===== src/rtl/fbscan_pkg.sv =====
package fbscan_pkg;

  localparam int CHAN_W = 8;

  typedef struct packed {
    logic [CHAN_W-1:0] red;
    logic [CHAN_W-1:0] green;
    logic [CHAN_W-1:0] blue;
  } rgb_t;

  // Colour channels sit in the low three bytes of a memory word.
  function automatic rgb_t word_to_rgb(input logic [3*CHAN_W-1:0] low_bytes);
    return rgb_t'(low_bytes);
  endfunction

endpackage


===== src/rtl/fbscan_timing.sv =====
module fbscan_timing #(
  parameter int H_ACT = 640,
  parameter int HFP   = 16,
  parameter int HSW   = 96,
  parameter int HBP   = 48,
  parameter int V_ACT = 480,
  parameter int VFP   = 10,
  parameter int VSW   = 2,
  parameter int VBP   = 33
) (
  input  logic clk,
  input  logic rst_n,
  output logic active,
  output logic hsync_n,
  output logic vsync_n,
  output logic frame_tick
);
  localparam int H_TOT = H_ACT + HFP + HSW + HBP;
  localparam int V_TOT = V_ACT + VFP + VSW + VBP;
  localparam int HW    = $clog2(H_TOT);
  localparam int VW    = $clog2(V_TOT);

  logic [HW-1:0] h_q, h_d;
  logic [VW-1:0] v_q, v_d;
  logic          h_last, v_last;

  always_comb begin
    h_last = (h_q == HW'(H_TOT - 1));
    v_last = (v_q == VW'(V_TOT - 1));
    h_d    = h_last ? '0 : h_q + 1'b1;
    v_d    = v_q;
    if (h_last) v_d = v_last ? '0 : v_q + 1'b1;
  end

  always_ff @(posedge clk or negedge rst_n) begin
    if (!rst_n) begin
      h_q <= '0;
      v_q <= '0;
    end else begin
      h_q <= h_d;
      v_q <= v_d;
    end
  end

  assign active     = (h_q < HW'(H_ACT)) && (v_q < VW'(V_ACT));
  assign hsync_n    = !((h_q >= HW'(H_ACT + HFP)) && (h_q < HW'(H_ACT + HFP + HSW)));
  assign vsync_n    = !((v_q >= VW'(V_ACT + VFP)) && (v_q < VW'(V_ACT + VFP + VSW)));
  // Settings are taken at the start of the last blank line, ahead of row 0.
  assign frame_tick = v_last && (h_q == '0);

endmodule


===== src/rtl/fbscan_fifo.sv =====
module fbscan_fifo #(
  parameter int W     = 24,
  parameter int DEPTH = 16
) (
  input  logic                       clk,
  input  logic                       rst_n,
  input  logic                       flush,
  input  logic                       push,
  input  logic [W-1:0]               din,
  input  logic                       pop,
  output logic [W-1:0]               dout,
  output logic [$clog2(DEPTH+1)-1:0] level,
  output logic                       empty
);
  localparam int AW = (DEPTH > 1) ? $clog2(DEPTH) : 1;
  localparam int LW = $clog2(DEPTH + 1);

  logic [W-1:0]  store_q [DEPTH];
  logic [AW-1:0] wr_q, wr_d, rd_q, rd_d;
  logic [LW-1:0] lvl_q, lvl_d;

  function automatic logic [AW-1:0] bump(input logic [AW-1:0] p);
    return (p == AW'(DEPTH - 1)) ? '0 : p + 1'b1;
  endfunction

  always_comb begin
    wr_d  = wr_q;
    rd_d  = rd_q;
    lvl_d = lvl_q;
    if (flush) begin
      wr_d  = '0;
      rd_d  = '0;
      lvl_d = '0;
    end else begin
      if (push) wr_d = bump(wr_q);
      if (pop)  rd_d = bump(rd_q);
      lvl_d = lvl_q + LW'(push) - LW'(pop);
    end
  end

  always_ff @(posedge clk or negedge rst_n) begin
    if (!rst_n) begin
      wr_q  <= '0;
      rd_q  <= '0;
      lvl_q <= '0;
    end else begin
      wr_q  <= wr_d;
      rd_q  <= rd_d;
      lvl_q <= lvl_d;
    end
  end

  always_ff @(posedge clk) begin
    if (push && !flush) store_q[wr_q] <= din;
  end

  assign dout  = store_q[rd_q];
  assign level = lvl_q;
  assign empty = (lvl_q == '0);

endmodule


===== src/rtl/fbscan_fetch.sv =====
module fbscan_fetch #(
  parameter int H_ACT       = 640,
  parameter int V_ACT       = 480,
  parameter int ADDR_W      = 32,
  parameter int BASE_W      = 11,
  parameter int STRIDE_LOG2 = 10,
  parameter int RD_LAT      = 4,
  parameter int DEPTH       = 16
) (
  input  logic                       clk,
  input  logic                       rst_n,
  input  logic                       restart,
  input  logic                       en,
  input  logic                       rot,
  input  logic [BASE_W-1:0]          base,
  input  logic [$clog2(DEPTH+1)-1:0] fifo_level,
  output logic                       req_valid,
  input  logic                       req_ready,
  output logic [ADDR_W-1:0]          req_addr,
  output logic                       ret_valid
);
  localparam int ROW_W = ADDR_W - BASE_W - STRIDE_LOG2 - 2;
  localparam int FRW   = ROW_W + 1;
  localparam int LW    = $clog2(DEPTH + 1);
  localparam int SW    = LW + 1;

  logic [FRW-1:0]         row_q, row_d;
  logic [STRIDE_LOG2-1:0] col_q, col_d;
  logic [LW-1:0]          infl_q, infl_d;
  logic [RD_LAT-1:0]      pipe_q, pipe_d;
  logic                   done, room, fire;
  logic [ROW_W-1:0]       row_sel;
  logic [STRIDE_LOG2-1:0] col_sel;

  always_comb begin
    done      = (row_q >= FRW'(V_ACT));
    room      = (SW'(fifo_level) + SW'(infl_q)) < SW'(DEPTH);
    req_valid = en && !done && room;
    fire      = req_valid && req_ready;
    ret_valid = pipe_q[RD_LAT-1];
    row_sel   = rot ? ROW_W'(V_ACT - 1) - row_q[ROW_W-1:0] : row_q[ROW_W-1:0];
    col_sel   = rot ? STRIDE_LOG2'(H_ACT - 1) - col_q : col_q;
    req_addr  = {base, row_sel, col_sel, 2'b00};

    row_d  = row_q;
    col_d  = col_q;
    pipe_d = (pipe_q << 1) | RD_LAT'(fire);
    infl_d = infl_q + LW'(fire) - LW'(ret_valid);
    if (fire) begin
      if (col_q == STRIDE_LOG2'(H_ACT - 1)) begin
        col_d = '0;
        row_d = row_q + 1'b1;
      end else begin
        col_d = col_q + 1'b1;
      end
    end
    if (restart) begin
      row_d  = '0;
      col_d  = '0;
      pipe_d = '0;
      infl_d = '0;
    end
  end

  always_ff @(posedge clk or negedge rst_n) begin
    if (!rst_n) begin
      row_q  <= '0;
      col_q  <= '0;
      pipe_q <= '0;
      infl_q <= '0;
    end else begin
      row_q  <= row_d;
      col_q  <= col_d;
      pipe_q <= pipe_d;
      infl_q <= infl_d;
    end
  end

endmodule


===== src/rtl/fbscan_ctrl.sv =====
module fbscan_ctrl
  import fbscan_pkg::*;
#(
  parameter int H_ACT       = 640,
  parameter int HFP         = 16,
  parameter int HSW         = 96,
  parameter int HBP         = 48,
  parameter int V_ACT       = 480,
  parameter int VFP         = 10,
  parameter int VSW         = 2,
  parameter int VBP         = 33,
  parameter int ADDR_W      = 32,
  parameter int BASE_W      = 11,
  parameter int STRIDE_LOG2 = 10,
  parameter int RD_LAT      = 4,
  parameter int FIFO_DEPTH  = 16
) (
  input  logic              clk,
  input  logic              rst_n,
  input  logic              reg_we,
  input  logic              reg_idx,
  input  logic [ADDR_W-1:0] reg_wdata,
  output logic [ADDR_W-1:0] reg_rdata,
  output logic              mem_req_valid,
  input  logic              mem_req_ready,
  output logic [ADDR_W-1:0] mem_req_addr,
  input  logic [31:0]       mem_rdata,
  output logic              pix_de,
  output logic              pix_hsync_n,
  output logic              pix_vsync_n,
  output logic [7:0]        pix_red,
  output logic [7:0]        pix_green,
  output logic [7:0]        pix_blue
);
  localparam int LW = $clog2(FIFO_DEPTH + 1);

  // Reset: asserted at once, released after two clock edges.
  logic rst_meta_q, rst_n_s;
  always_ff @(posedge clk or negedge rst_n) begin
    if (!rst_n) {rst_n_s, rst_meta_q} <= 2'b00;
    else        {rst_n_s, rst_meta_q} <= {rst_meta_q, 1'b1};
  end

  // Software-visible registers and their per-frame copies.
  logic [BASE_W-1:0] base_q, base_d, cur_base_q, cur_base_d;
  logic [1:0]        ctl_q, ctl_d;
  logic              cur_en_q, cur_en_d, cur_rot_q, cur_rot_d;
  logic              active, hsync_n, vsync_n, frame_tick;
  logic              ret_valid, fifo_empty, pop;
  logic [LW-1:0]     fifo_level;
  rgb_t              fifo_dout, rgb_q, rgb_d;
  logic              de_q, de_d, hs_q, hs_d, vs_q, vs_d;
  logic              unused_bits;

  assign unused_bits = ^{mem_rdata[31:24], reg_wdata[ADDR_W-BASE_W-1:2]};

  always_comb begin
    base_d = base_q;
    ctl_d  = ctl_q;
    if (reg_we && !reg_idx) base_d = reg_wdata[ADDR_W-1 -: BASE_W];
    if (reg_we &&  reg_idx) ctl_d  = reg_wdata[1:0];
    cur_base_d = frame_tick ? base_q   : cur_base_q;
    cur_en_d   = frame_tick ? ctl_q[0] : cur_en_q;
    cur_rot_d  = frame_tick ? ctl_q[1] : cur_rot_q;
  end

  always_ff @(posedge clk or negedge rst_n_s) begin
    if (!rst_n_s) begin
      base_q     <= '0;
      ctl_q      <= '0;
      cur_base_q <= '0;
      cur_en_q   <= 1'b0;
      cur_rot_q  <= 1'b0;
    end else begin
      base_q     <= base_d;
      ctl_q      <= ctl_d;
      cur_base_q <= cur_base_d;
      cur_en_q   <= cur_en_d;
      cur_rot_q  <= cur_rot_d;
    end
  end

  assign reg_rdata = reg_idx ? {{(ADDR_W-2){1'b0}}, ctl_q}
                             : {base_q, {(ADDR_W-BASE_W){1'b0}}};

  fbscan_timing #(
    .H_ACT(H_ACT), .HFP(HFP), .HSW(HSW), .HBP(HBP),
    .V_ACT(V_ACT), .VFP(VFP), .VSW(VSW), .VBP(VBP)
  ) u_timing (
    .clk(clk), .rst_n(rst_n_s), .active(active), .hsync_n(hsync_n),
    .vsync_n(vsync_n), .frame_tick(frame_tick)
  );

  fbscan_fetch #(
    .H_ACT(H_ACT), .V_ACT(V_ACT), .ADDR_W(ADDR_W), .BASE_W(BASE_W),
    .STRIDE_LOG2(STRIDE_LOG2), .RD_LAT(RD_LAT), .DEPTH(FIFO_DEPTH)
  ) u_fetch (
    .clk(clk), .rst_n(rst_n_s), .restart(frame_tick), .en(cur_en_q),
    .rot(cur_rot_q), .base(cur_base_q), .fifo_level(fifo_level),
    .req_valid(mem_req_valid), .req_ready(mem_req_ready),
    .req_addr(mem_req_addr), .ret_valid(ret_valid)
  );

  fbscan_fifo #(.W($bits(rgb_t)), .DEPTH(FIFO_DEPTH)) u_fifo (
    .clk(clk), .rst_n(rst_n_s), .flush(frame_tick), .push(ret_valid),
    .din(word_to_rgb(mem_rdata[23:0])), .pop(pop), .dout(fifo_dout),
    .level(fifo_level), .empty(fifo_empty)
  );

  // Output stage: one register after the raster counters.
  always_comb begin
    pop  = active && cur_en_q && !fifo_empty;
    de_d = active;
    hs_d = hsync_n;
    vs_d = vsync_n;
    rgb_d = pop ? fifo_dout : '0;
  end

  always_ff @(posedge clk or negedge rst_n_s) begin
    if (!rst_n_s) begin
      de_q  <= 1'b0;
      hs_q  <= 1'b1;
      vs_q  <= 1'b1;
      rgb_q <= '0;
    end else begin
      de_q  <= de_d;
      hs_q  <= hs_d;
      vs_q  <= vs_d;
      rgb_q <= rgb_d;
    end
  end

  assign pix_de      = de_q;
  assign pix_hsync_n = hs_q;
  assign pix_vsync_n = vs_q;
  assign pix_red     = rgb_q.red;
  assign pix_green   = rgb_q.green;
  assign pix_blue    = rgb_q.blue;

endmodule


===== config.mk =====
export PLATFORM = sky130hd
export DESIGN_NAME = fbscan_ctrl
export DESIGN_NICKNAME = d
export VERILOG_FILES = /design/src/rtl/fbscan_pkg.sv /design/src/rtl/fbscan_timing.sv /design/src/rtl/fbscan_fifo.sv /design/src/rtl/fbscan_fetch.sv /design/src/rtl/fbscan_ctrl.sv
export SDC_FILE = /design/constraint.sdc
export NUM_CORES = 1
export LEC_CHECK = 0
export ABC_AREA = 1
export BUFFER_PORTS_ARGS = -buffer_cell sky130_fd_sc_hd__buf_2
export CAP_MARGIN = 20
export CORE_AREA = 5 5 264 266
export DETAILED_ROUTE_END_ITERATION = 6
export DIE_AREA = 0 0 269 271
export SETUP_SLACK_MARGIN = 0.5
export SLEW_MARGIN = 30
export SYNTH_ARGS = -nofsm -noshare
export SYNTH_HDL_FRONTEND = slang
export SYNTH_HIERARCHICAL = 1
export SYNTH_SLANG_ARGS = --single-unit

===== constraint.sdc =====
create_clock -name clk -period 11.15 [get_ports clk]
set_input_delay 0 -clock clk [delete_from_list [all_inputs] [get_ports clk]]
set_output_delay 0 -clock clk [all_outputs]
set_load 0.1 [all_outputs]

==> results.sh, run 1 <==
export IMPL_mostFrequentLayoutCell="nand2_1"
export IMPL_wl_per_cell_um=15.3
export IMPL_grt_overflow_total=0
export IMPL_io_pins=161
export IMPL_cp_arrival_ns=4.04
export IMPL_reg2reg_depth=17
export IMPL_critPathKind="flop to flop"
export IMPL_cts_max_path_buffers=3
export IMPL_crit_required_ns=11.68
export IMPL_r2r_end="u_fifo/level[4]$_DFF_PN0_"
export IMPL_grt_pass1_wl_um=85100
export IMPL_async_flop_share_pct=23.4
export IMPL_synth_edf_count=384
export IMPL_rsz0062_at_grt="false"
export IMPL_period_share_pct=31.4
export IMPL_fin_tns_setup_ns=0
export IMPL_clkPwrFrac_pct=28.2
export IMPL_rrSetupSlack_ns=7.65
export IMPL_crit_path_max_fanout=25
export IMPL_cts_clk_slew_worst_paths_ns=0.06
export IMPL_nets=2713
export IMPL_drc=0
export IMPL_intPower_mw=3.86
export IMPL_vias=15800
export IMPL_final_hold_viol_count=0
export IMPL_synth_main_ff_cell="edfxtp_1"
export IMPL_ys_ff_latch=501
export IMPL_drt_iter0_markers=956
export IMPL_leakage_nw=12.5
export IMPL_die_w_um=269
export IMPL_gp_congestion=0.795
export IMPL_worstSetupStartpointType="flop"
export IMPL_switchingPower_mw=2.56
export IMPL_p_per_area_mw_per_mm2=235
export IMPL_skew_ns=0.0267
export IMPL_cts_tree="done"
export IMPL_netlist_cell_type_count=45
export IMPL_die_y_um=271
export IMPL_period_minus_slack_ns=3.50
export IMPL_coreArea_sq_mm=0.0668
export IMPL_crit_path_end_kind="flop"
export IMPL_synth_warnings=6
export IMPL_drv_cap=0
export IMPL_cts_root_buffer="clkbuf_16"
export IMPL_fillers=6406
export IMPL_min_path_type="input port to async pin"
export IMPL_syn2layout_area_growth_pct=17.3
export IMPL_drv_slew=0
export IMPL_numCtsBuffers=53
export IMPL_swShare_pct=39.9
export IMPL_rows=95
export IMPL_dp_hpwl_um=32200
export IMPL_regToRegStartpoint="u_timing/h_q[7]$_DFF_PN0_"
export IMPL_max_slew_margin_pct=41.6
export IMPL_clkLatencyLatePin_ns=0.61
export IMPL_fmax_ghz=0.285
export IMPL_avgSynthCellArea_sq_um=9.47
export IMPL_grt_max_degree=99
export IMPL_dr_pass1_iters=5
export IMPL_vias_per_cell=4.48
export IMPL_start_util_pct=34.9
export IMPL_antenna_found_initial=3
export IMPL_io_buffers=112
export IMPL_p_seq_share_pct=35.8
export IMPL_postRouteAntennaNets=0
export IMPL_finalSetupViolations=0
export IMPL_drive_gt1_share_pct=10.8
export IMPL_run_status="complete, no violations"
export IMPL_synth_cells=2458
export IMPL_routed_wirelength_um=54100
export IMPL_first_global_vias=15300
export IMPL_seq_area_frac_synth_pct=62.1
export IMPL_synth_area_sq_mm=0.0233
export IMPL_worstMarginPinSlew_ns=0.877
export IMPL_p_total_mw=6.42
export IMPL_gr_usage_all_layers_pct=14.7
export IMPL_comb_power_share_pct=35.9
export IMPL_cts_sinks=501
export IMPL_dieArea_sq_mm=0.0729
export IMPL_ir_worst_vdd_mv=0.148
export IMPL_final_cell_mix="741 x nand2_1, 483 x inv_1, 384 x edfxtp_1"
export IMPL_htree_levels=2
==> worst max-delay path, stage by stage, from the launching register on <==
cell and delay, ns:
dfrtp_1 0.45, nand3_1 0.11, inv_1 0.06, nor4_1 0.65, nand3_4 0.49, inv_1 0.30, ha_1 0.26, inv_1 0.06
ha_1 0.15, inv_1 0.05, fa_1 0.38, inv_1 0.07, nand2_1 0.07, nand2_1 0.06, a21oi_1 0.07, nand2_1 0.06
nand2_1 0.04, nor2_1 0.09
==> registers in the layout, summed over array words and instances, names as in the netlist, 8 cells and up <==
signal	cells
u_fifo/store_q	384
base_q	11
cur_base_q	11
u_fetch/col_q	10
u_fetch/row_q	10
u_timing/h_q	10
u_timing/v_q	10
pix_blue	8
pix_green	8
pix_red	8
==> routing by layer <==
| metal | wire (um) | GRT usage, % | part of all wire [%] | up-vias |
|---|---|---|---|---|
| met5 | 0 | 0 | 0 | - |
| met4 | 1710 | 5.11 | 3.2 | 0 |
| met3 | 2200 | 2.07 | 4.1 | 119 |
| met2 | 26200 | 25.0 | 48 | 315 |
| met1 | 24000 | 19.2 | 44 | 7457 |
| li1 | - | - | - | 7939 |
==> cell type report <==
cell class / count / area (sq um) / area share [%]
diodes: 3 / 7.51 / 0.0275
clock buffers: 82 / 1560 / 5.69
clock inverters: 18 / 265 / 0.971
inverters: 498 / 1880 / 6.87
multi-input cells: 1352 / 6280 / 23.0
well taps: 873 / 1090 / 4.00
flip-flops and latches: 501 / 14500 / 53.0
repair buffers: 207 / 1770 / 6.49
==> what timing repair did <==
item,4_1_cts,5_1_grt
resized for setup,0,0
hold endpoints to repair,420,0
setup buffers,0,0
hold buffers,66,0
setup endpoints to repair,0,0
==> metrics by stage <==
step / instance area, sq um / hold slack, ns / utilization [%] / setup WS, ns / cells
6_report: 27300 / 0.261 / 40.9 / 7.65 / 3534
5_1_grt: 27300 / 0.252 / 40.9 / 7.21 / 3533
4_1_cts: 27300 / 0.225 / 40.9 / 7.56 / 3531
3_5_place_dp: 24800 / -0.213 / 37.2 / 7.57 / 3365
3_3_place_gp: 24400 / -0.215 / 36.5 / 7.64 / 3347
2_1_floorplan: 23400 / -0.296 / - / 7.65 / 2477
==> Yosys cell counts, types with 2 or more instances <==
master	count	area, sq um
nor2_2	7	43.8
nand4_1	6	37.5
xor2_1	27	236
buf_2	31	155
nor2_4	2	22.5
conb_1	3	11.3
nor4_1	2	12.5
a21oi_1	25	125
nand3_4	2	35.0
nand2_2	4	25.0
inv_2	13	48.8
nor3b_1	5	37.5
buf_4	52	390
dfrtp_1	115	2880
buf_6	18	203
nand2_1	741	2780
clkbuf_1	18	67.6
ha_1	29	363
inv_1	483	1810
fa_1	2	40.0
dfstp_2	2	52.6
nand3_1	292	1460
nand3b_1	2	15.0
buf_1	4	15.0
buf_8	2	30.0
nand3_2	6	60.1
o21ai_0	21	105
o211ai_1	2	15.0
o21ai_1	9	45.0
nor3_1	3	15.0
nor2_1	133	499
edfxtp_1	384	11500
==> kinds of logic (layout without fill, tap and decap cells) <==
logic type      Yosys count  after routing  synth area share (%)
flops                   501            501                  62.1
compound gates           59             59                  1.30
fa+ha+maj                31             31                  1.73
buf+inv                 624            805                  11.8
xor+xnor                 28             28                  1.05
simple gates           1212           1212                  22.0
other cells               3             25                0.0483
==> worst max-delay path by stage <==
stage	from	endpoint	slack (ns)	cells after the start
global placement	u_timing/h_q[7]$_DFF_PN0_	u_fifo/level[4]$_DFF_PN0_	7.64	16
global route	u_timing/h_q[7]$_DFF_PN0_	u_fifo/level[4]$_DFF_PN0_	7.21	17
detailed placement	u_timing/h_q[7]$_DFF_PN0_	u_fifo/level[4]$_DFF_PN0_	7.57	17
floorplan	rst_n_s$_DFF_PN0_	base_q[0]$_DFFE_PN0P_	7.65	0
finish	u_timing/h_q[7]$_DFF_PN0_	u_fifo/level[4]$_DFF_PN0_	7.65	17
CTS	u_timing/h_q[7]$_DFF_PN0_	u_fifo/level[4]$_DFF_PN0_	7.56	17
==> power by group through the flow <==
stage / registers [mW] / clock network, mW / logic, mW
finish: 2.30 / 1.81 / 2.31
CTS: 2.30 / 1.86 / 2.33
detailed placement: 2.34 / 0 / 2.30
global placement: 2.34 / 0 / 2.26
floorplan: 2.61 / 0 / 1.51
global route: 2.32 / 1.93 / 2.56
Note: power is estimated with default switching activity, not from simulation.
==> run 2, diff against run 1 <==
ABC_AREA = 0   (was 1)
CORE_AREA = 5 5 251 253   (was 5 5 264 266)
DIE_AREA = 0 0 256 258   (was 0 0 269 271)
clock period = 2.9 ns   (was 11.15 ns; I/O delays follow)
==> results.sh, run 2 <==
export IMPL_largest_register="u_fifo/store_q"
export IMPL_largest_reg_flops=384
export IMPL_hold_start="reg_we"
export IMPL_drv_slew=0
export IMPL_synth_cells=1226
export IMPL_leakage_nw=9.23
export IMPL_synth_most_common_cell="edfxtp_1"
export IMPL_io_pins=161
export IMPL_r2r_end="u_fetch/infl_q[4]$_DFF_PN0_"
export IMPL_critPathKind="flop to flop"
export IMPL_run_status="complete, no violations"
export IMPL_cts_sinks=501
export IMPL_grt_pass1_wl_um=71700
export IMPL_start_util_pct=34.4
export IMPL_wl_per_cell_um=21.6
export IMPL_clkLatencyLatePin_ns=0.61
export IMPL_regToRegStartpoint="u_fetch/row_q[1]$_DFFE_PN0P_"
export IMPL_worstSetupStartpointType="flop"
export IMPL_dp_cells=2105
export IMPL_drc=0
export IMPL_final_hold_viol_count=0
export IMPL_async_flop_share_pct=23.4
export IMPL_gr_usage_all_layers_pct=13.9
export IMPL_cts_max_path_buffers=3
export IMPL_cts_tree="done"
export IMPL_crit_path_max_fanout=2
export IMPL_seq_area_frac_synth_pct=69.1
export IMPL_holdPathStages=3
export IMPL_ir_worst_vdd_mv=0.469
export IMPL_avgSynthCellArea_sq_um=17.1
export IMPL_drv_cap=0
export IMPL_hold_path_endpoint="base_q[0]$_DFFE_PN0P_"
export IMPL_ys_ff_latch=501
export IMPL_netlist_cell_type_count=72
export IMPL_gp_congestion=0.782
export IMPL_cts_clk_slew_worst_paths_ns=0.06
export IMPL_period_minus_slack_ns=2.65
export IMPL_fmax_ghz=0.378
export IMPL_vias=11600
export IMPL_coreArea_sq_mm=0.0608
export IMPL_dieArea_sq_mm=0.0660
export IMPL_vias_per_cell=5.05
export IMPL_final_cell_mix="384 x edfxtp_1, 111 x buf_2, 108 x dfrtp_1"
export IMPL_fin_ws_ns=0.251
export IMPL_finalSetupViolations=0
export IMPL_nets=1573
export IMPL_fillers=5360
export IMPL_yosys_top_cells_area="edfxtp_1 55%, dfrtp_1 14%, mux4_2 6.9%"
export IMPL_rrSetupSlack_ns=0.25
export IMPL_reg_top3="u_fifo/store_q x384, base_q x11, cur_base_q x11"
export IMPL_die_y_um=258
export IMPL_place_worst_setup_slack_ns=0.134
export IMPL_mostFrequentLayoutCell="edfxtp_1"
export IMPL_skew_ns=0.0375
export IMPL_synth_top_area_cell="edfxtp_1"
export IMPL_numCtsBuffers=50
export IMPL_synth_edf_count=384
export IMPL_rsz0062_at_grt="true"
export IMPL_cts_root_buffer="clkbuf_16"
export IMPL_crit_path_end_kind="flop"
export IMPL_synth_main_ff_cell="edfxtp_1"
export IMPL_dp_hpwl_um=27100
export IMPL_period_share_pct=91.3
export IMPL_rows=91
export IMPL_routed_wirelength_um=49700
export IMPL_whs_ns=0.0606
export IMPL_fin_tns_setup_ns=0
export IMPL_worstMarginPinSlew_ns=0.778
export IMPL_synth_top_area_share_pct=55.1
export IMPL_antenna_found_initial=2
export IMPL_max_slew_margin_pct=47.9
export IMPL_first_global_vias=11800
export IMPL_dr_pass1_iters=5
export IMPL_reg2reg_depth=12
export IMPL_cp_arrival_ns=3.11
export IMPL_synth_common_cells="384 x edfxtp_1, 115 x dfrtp_1, 78 x mux2i_1"
export IMPL_fin_cells=2305
export IMPL_drive_gt1_share_pct=33.2
export IMPL_crit_required_ns=3.36
export IMPL_syn2layout_area_growth_pct=24.4
export IMPL_p_per_area_mw_per_mm2=568
export IMPL_die_w_um=256
export IMPL_grt_max_degree=75
export IMPL_synth_warnings=6
export IMPL_drt_iter0_markers=835
export IMPL_synth_area_sq_mm=0.0209
export IMPL_io_buffers=112
export IMPL_min_path_type="input port to flop"
export IMPL_postRouteAntennaNets=0
export IMPL_htree_levels=2
export IMPL_p_total_mw=14.8
export IMPL_grt_overflow_total=0
[run 2: cell types whose count changed after synthesis, sizes merged, moves of 24 or more]
cell	previous run	this run
nand2	747	21
mux2i	0	78
a22oi	0	24
nor2	142	48
and2	1	28
a32oi	0	24
mux2	0	27
mux4	0	72
nand3	300	25
buf	107	72
inv	497	34
[run 2: area by class of cell]
class	count	area, sq um	share of cell area, %
diodes	2	5.00	0.0192
clock buffers	62	1310	5.03
clock inverters	30	342	1.31
inverters	34	133	0.509
multi-input cells	625	6320	24.3
flip-flops and latches	501	14500	55.6
well taps	790	988	3.80
repair buffers	261	2470	9.49
[run 2: worst max path at each step]
stage | startpoint | cells past startpoint | slack [ns] | to
global route | u_fetch/infl_q[4]$_DFF_PN0_ | 13 | 0.11 | u_fetch/infl_q[4]$_DFF_PN0_
floorplan | u_fifo/level[1]$_DFF_PN0_ | 15 | -0.02 | u_fetch/infl_q[4]$_DFF_PN0_
CTS | u_fetch/row_q[1]$_DFFE_PN0P_ | 12 | 0.20 | u_fetch/infl_q[4]$_DFF_PN0_
global placement | u_fifo/level[4]$_DFF_PN0_ | 13 | 0.15 | u_fetch/infl_q[4]$_DFF_PN0_
finish | u_fetch/row_q[1]$_DFFE_PN0P_ | 12 | 0.25 | u_fetch/infl_q[4]$_DFF_PN0_
detailed placement | u_fifo/level[4]$_DFF_PN0_ | 13 | 0.13 | u_fetch/infl_q[4]$_DFF_PN0_
[run 2: timing repair]
action,CTS,global route
gates cloned,5,19
pin swaps,23,36
hold buffers,42,0
resized for setup,22,77
endpoints found under the hold margin,403,0
endpoints found under the setup margin,128,295
setup buffers,32,8
[run 2: through the flow]
step	area [sq um]	util, %
after floorplan	21300	-
after global placement	22700	37.4
after detailed placement	22800	37.5
after CTS	25300	41.7
after global routing	26000	42.8
final	26000	42.8
[run 2: report_power, final]
part	total, mW	internal, mW	switching [mW]
logic	0.519	0.122	0.396
registers	7.79	7.76	0.0231
clock network	6.49	3.76	2.73
total	14.8	11.6	3.15
[run 2: logic make-up after synthesis]
family / synth area share, %
flops: 69.1
other cells: 0.0538
xor+xnor: 1.46
fa+ha+maj: 1.92
buf+inv: 3.71
compound gates: 4.44
mux: 13.3
simple gates: 6.06
[run 2: layer usage]
metal | track usage [%] | wire length, um
met1 | 19.5 | 22000
met2 | 22.3 | 23500
met3 | 2.52 | 2910
met4 | 3.93 | 1240
met5 | 0 | 10
[run 2: critical path: stages (launching register included)]
cell and delay [ns]:
dfrtp_1 0.37, or4_4 0.53, o31a_1 0.25, and3_4 0.20, inv_6 0.06, ha_4 0.12
inv_2 0.04, ha_4 0.15, fa_2 0.34, a21o_1 0.17, a21oi_2 0.13, xnor2_1 0.13
nor2_1 0.05
==> run 3, diff against run 2 <==
CORE_AREA = 5 5 225 282   (was 5 5 251 253)
DIE_AREA = 0 0 230 287   (was 0 0 256 258)
==> results.sh, run 3 (synthesis gave the netlist of run 2 again) <==
export IMPL_largest_register="u_fifo/store_q"
export IMPL_drt_iter0_markers=902
export IMPL_crit_required_ns=3.37
export IMPL_syn2layout_area_growth_pct=21.2
export IMPL_cts_sinks=501
export IMPL_nets=1526
export IMPL_holdPathStages=3
export IMPL_p_seq_share_pct=51.7
export IMPL_cts_root_buffer="clkbuf_16"
export IMPL_cp_arrival_ns=3.13
export IMPL_drv_cap=0
export IMPL_first_global_vias=11800
export IMPL_final_hold_viol_count=0
export IMPL_switchingPower_mw=3.23
export IMPL_io_buffers=112
export IMPL_start_util_pct=34.7
export IMPL_routed_wirelength_um=47100
export IMPL_io_pins=161
export IMPL_p_per_area_mw_per_mm2=595
export IMPL_placed_cell_area_sq_mm=0.0227
export IMPL_intPower_mw=11.9
export IMPL_numCtsBuffers=50
export IMPL_min_path_type="input port to flop"
export IMPL_max_slew_margin_pct=36.5
export IMPL_cts_max_path_buffers=3
export IMPL_wl_per_cell_um=21.0
export IMPL_fin_tns_setup_ns=0
export IMPL_period_share_pct=91.9
export IMPL_period_minus_slack_ns=2.67
export IMPL_reg2reg_depth=13
export IMPL_grt_pass1_wl_um=70600
export IMPL_mostFrequentLayoutCell="edfxtp_1"
export IMPL_reg_top3="u_fifo/store_q x384, base_q x11, cur_base_q x11"
export IMPL_final_cell_area_sq_mm=0.0254
export IMPL_vias=11300
export IMPL_antenna_cells=0
export IMPL_drv_slew=0
export IMPL_coreArea_sq_mm=0.0604
export IMPL_dp_hpwl_um=26100
export IMPL_gr_usage_all_layers_pct=13.7
export IMPL_clkPwrFrac_pct=45.0
export IMPL_multi_input_area_sq_mm=0.00617
export IMPL_crit_path_end_kind="flop"
export IMPL_finalSetupViolations=0
export IMPL_dr_pass1_iters=5
export IMPL_seqCellArea_sq_mm=0.0145
export IMPL_clkLatencyLatePin_ns=0.60
export IMPL_cts_tree="done"
export IMPL_ir_worst_vdd_mv=0.391
export IMPL_antenna_found_initial=0
export IMPL_vias_per_cell=5.03
export IMPL_drive_gt1_share_pct=31.1
export IMPL_crit_path_max_fanout=2
export IMPL_fin_cells=2240
export IMPL_worstSetupStartpointType="flop"
export IMPL_largest_reg_flops=384
export IMPL_grt_max_degree=52
export IMPL_dieArea_sq_mm=0.0660
export IMPL_die_y_um=287
export IMPL_critPathKind="flop to flop"
export IMPL_swShare_pct=21.4
export IMPL_grt_overflow_total=0
export IMPL_worstMarginPinSlew_ns=0.952
export IMPL_fillers=5364
export IMPL_comb_power_share_pct=3.4
export IMPL_skew_ns=0.0283
export IMPL_postRouteAntennaNets=0
export IMPL_dp_cells=2073
export IMPL_cts_clk_slew_worst_paths_ns=0.06
export IMPL_rsz0062_at_grt="true"
export IMPL_final_cell_mix="384 x edfxtp_1, 111 x buf_2, 107 x dfrtp_1"
export IMPL_fmax_ghz=0.375
export IMPL_die_w_um=230
export IMPL_leakage_nw=8.94
export IMPL_rows=101
export IMPL_drc=0
export IMPL_htree_levels=2
export IMPL_gp_congestion=0.764
export IMPL_run_status="complete, no violations"
[run 3: cell types whose count changed in the layout (fill, tap and decap cells not counted), sizes merged]
cell      previous run  this run
clkinvlp             1         3
bufinv               6         7
nor2                57        51
clkinv              22        20
and4b                1         2
bufbuf               2         1
inv                 35        36
clkbuf              71        66
diode                2         0
buf                208       172
[run 3: area by class of cell]
cell class	instances	area share, %
clock inverters	32	1.62
well taps	772	3.81
repair buffers	219	7.33
multi-input cells	620	24.3
flip-flops and latches	501	57.1
inverters	34	0.523
clock buffers	62	5.31
[run 3: path summary, 6_finish.rpt]
| path | endpoint | startpoint | slack (ns) |
|---|---|---|---|
| worst min register to register | rst_n_s$_DFF_PN0_ | rst_meta_q$_DFF_PN0_ | 0.35 |
| min in group asynchronous | rst_n_s$_DFF_PN0_ | rst_n | 0.26 |
| worst max register to register | u_fetch/infl_q[4]$_DFF_PN0_ | u_fetch/infl_q[4]$_DFF_PN0_ | 0.23 |
| worst min-delay path | base_q[2]$_DFFE_PN0P_ | reg_we | 0.07 |
| max in group asynchronous | u_fifo/rd_q[0]$_DFFE_PN0P_ | rst_n_s$_DFF_PN0_ | 1.65 |
| worst max-delay path | u_fetch/infl_q[4]$_DFF_PN0_ | u_fetch/infl_q[4]$_DFF_PN0_ | 0.23 |
[run 3: power groups by stage]
| stage | Sequential [mW] | Combinational (mW) | Clock [mW] |
|---|---|---|---|
| global route | 7.80 | 0.539 | 7.32 |
| floorplan | 7.95 | 0.339 | 0 |
| finish | 7.80 | 0.509 | 6.79 |
| detailed placement | 7.95 | 0.461 | 0 |
| CTS | 7.80 | 0.512 | 6.98 |
| global placement | 7.94 | 0.454 | 0 |
[run 3: through the flow]
stage                     hold slack, ns  setup WS [ns]  total power, mW  utilization [%]
after CTS                         0.0228          0.238             15.3             41.5
after global routing              0.0316          0.138             15.7             42.0
final                             0.0683          0.234             15.1             42.0
after floorplan                   -0.296        -0.0245             8.29                -
after global placement            -0.213         0.0907             8.40             37.6
after detailed placement          -0.212         0.0999             8.41             37.6
[run 3: critical path, stage by stage (launching register included)]
cell      delay [ns]
dfrtp_1         0.39
ha_1            0.31
nor3_2          0.11
o2111a_2        0.23
and3_4          0.21
inv_6           0.04
ha_4            0.25
inv_2           0.03
ha_4            0.15
fa_2            0.35
a21o_1          0.18
a21oi_2         0.14
xnor2_1         0.12
nor2_1          0.05
[run 3: repair_timing]
item,CTS,global route
setup endpoints to repair,394,355
pin swaps,18,16
gates resized for setup,9,20
setup buffers,10,12
gates cloned,3,6
hold buffers,42,0
hold endpoints to repair,401,0
[run 3: routing by layer]
| metal | up-vias | track usage, % | routed length, um |
|---|---|---|---|
| li1 | 5100 | - | - |
| met2 | 292 | 24.2 | 24200 |
| met1 | 5822 | 17.6 | 19800 |
| met5 | - | 0 | 0 |
| met4 | 0 | 3.38 | 977 |
| met3 | 64 | 2.41 | 2180 |
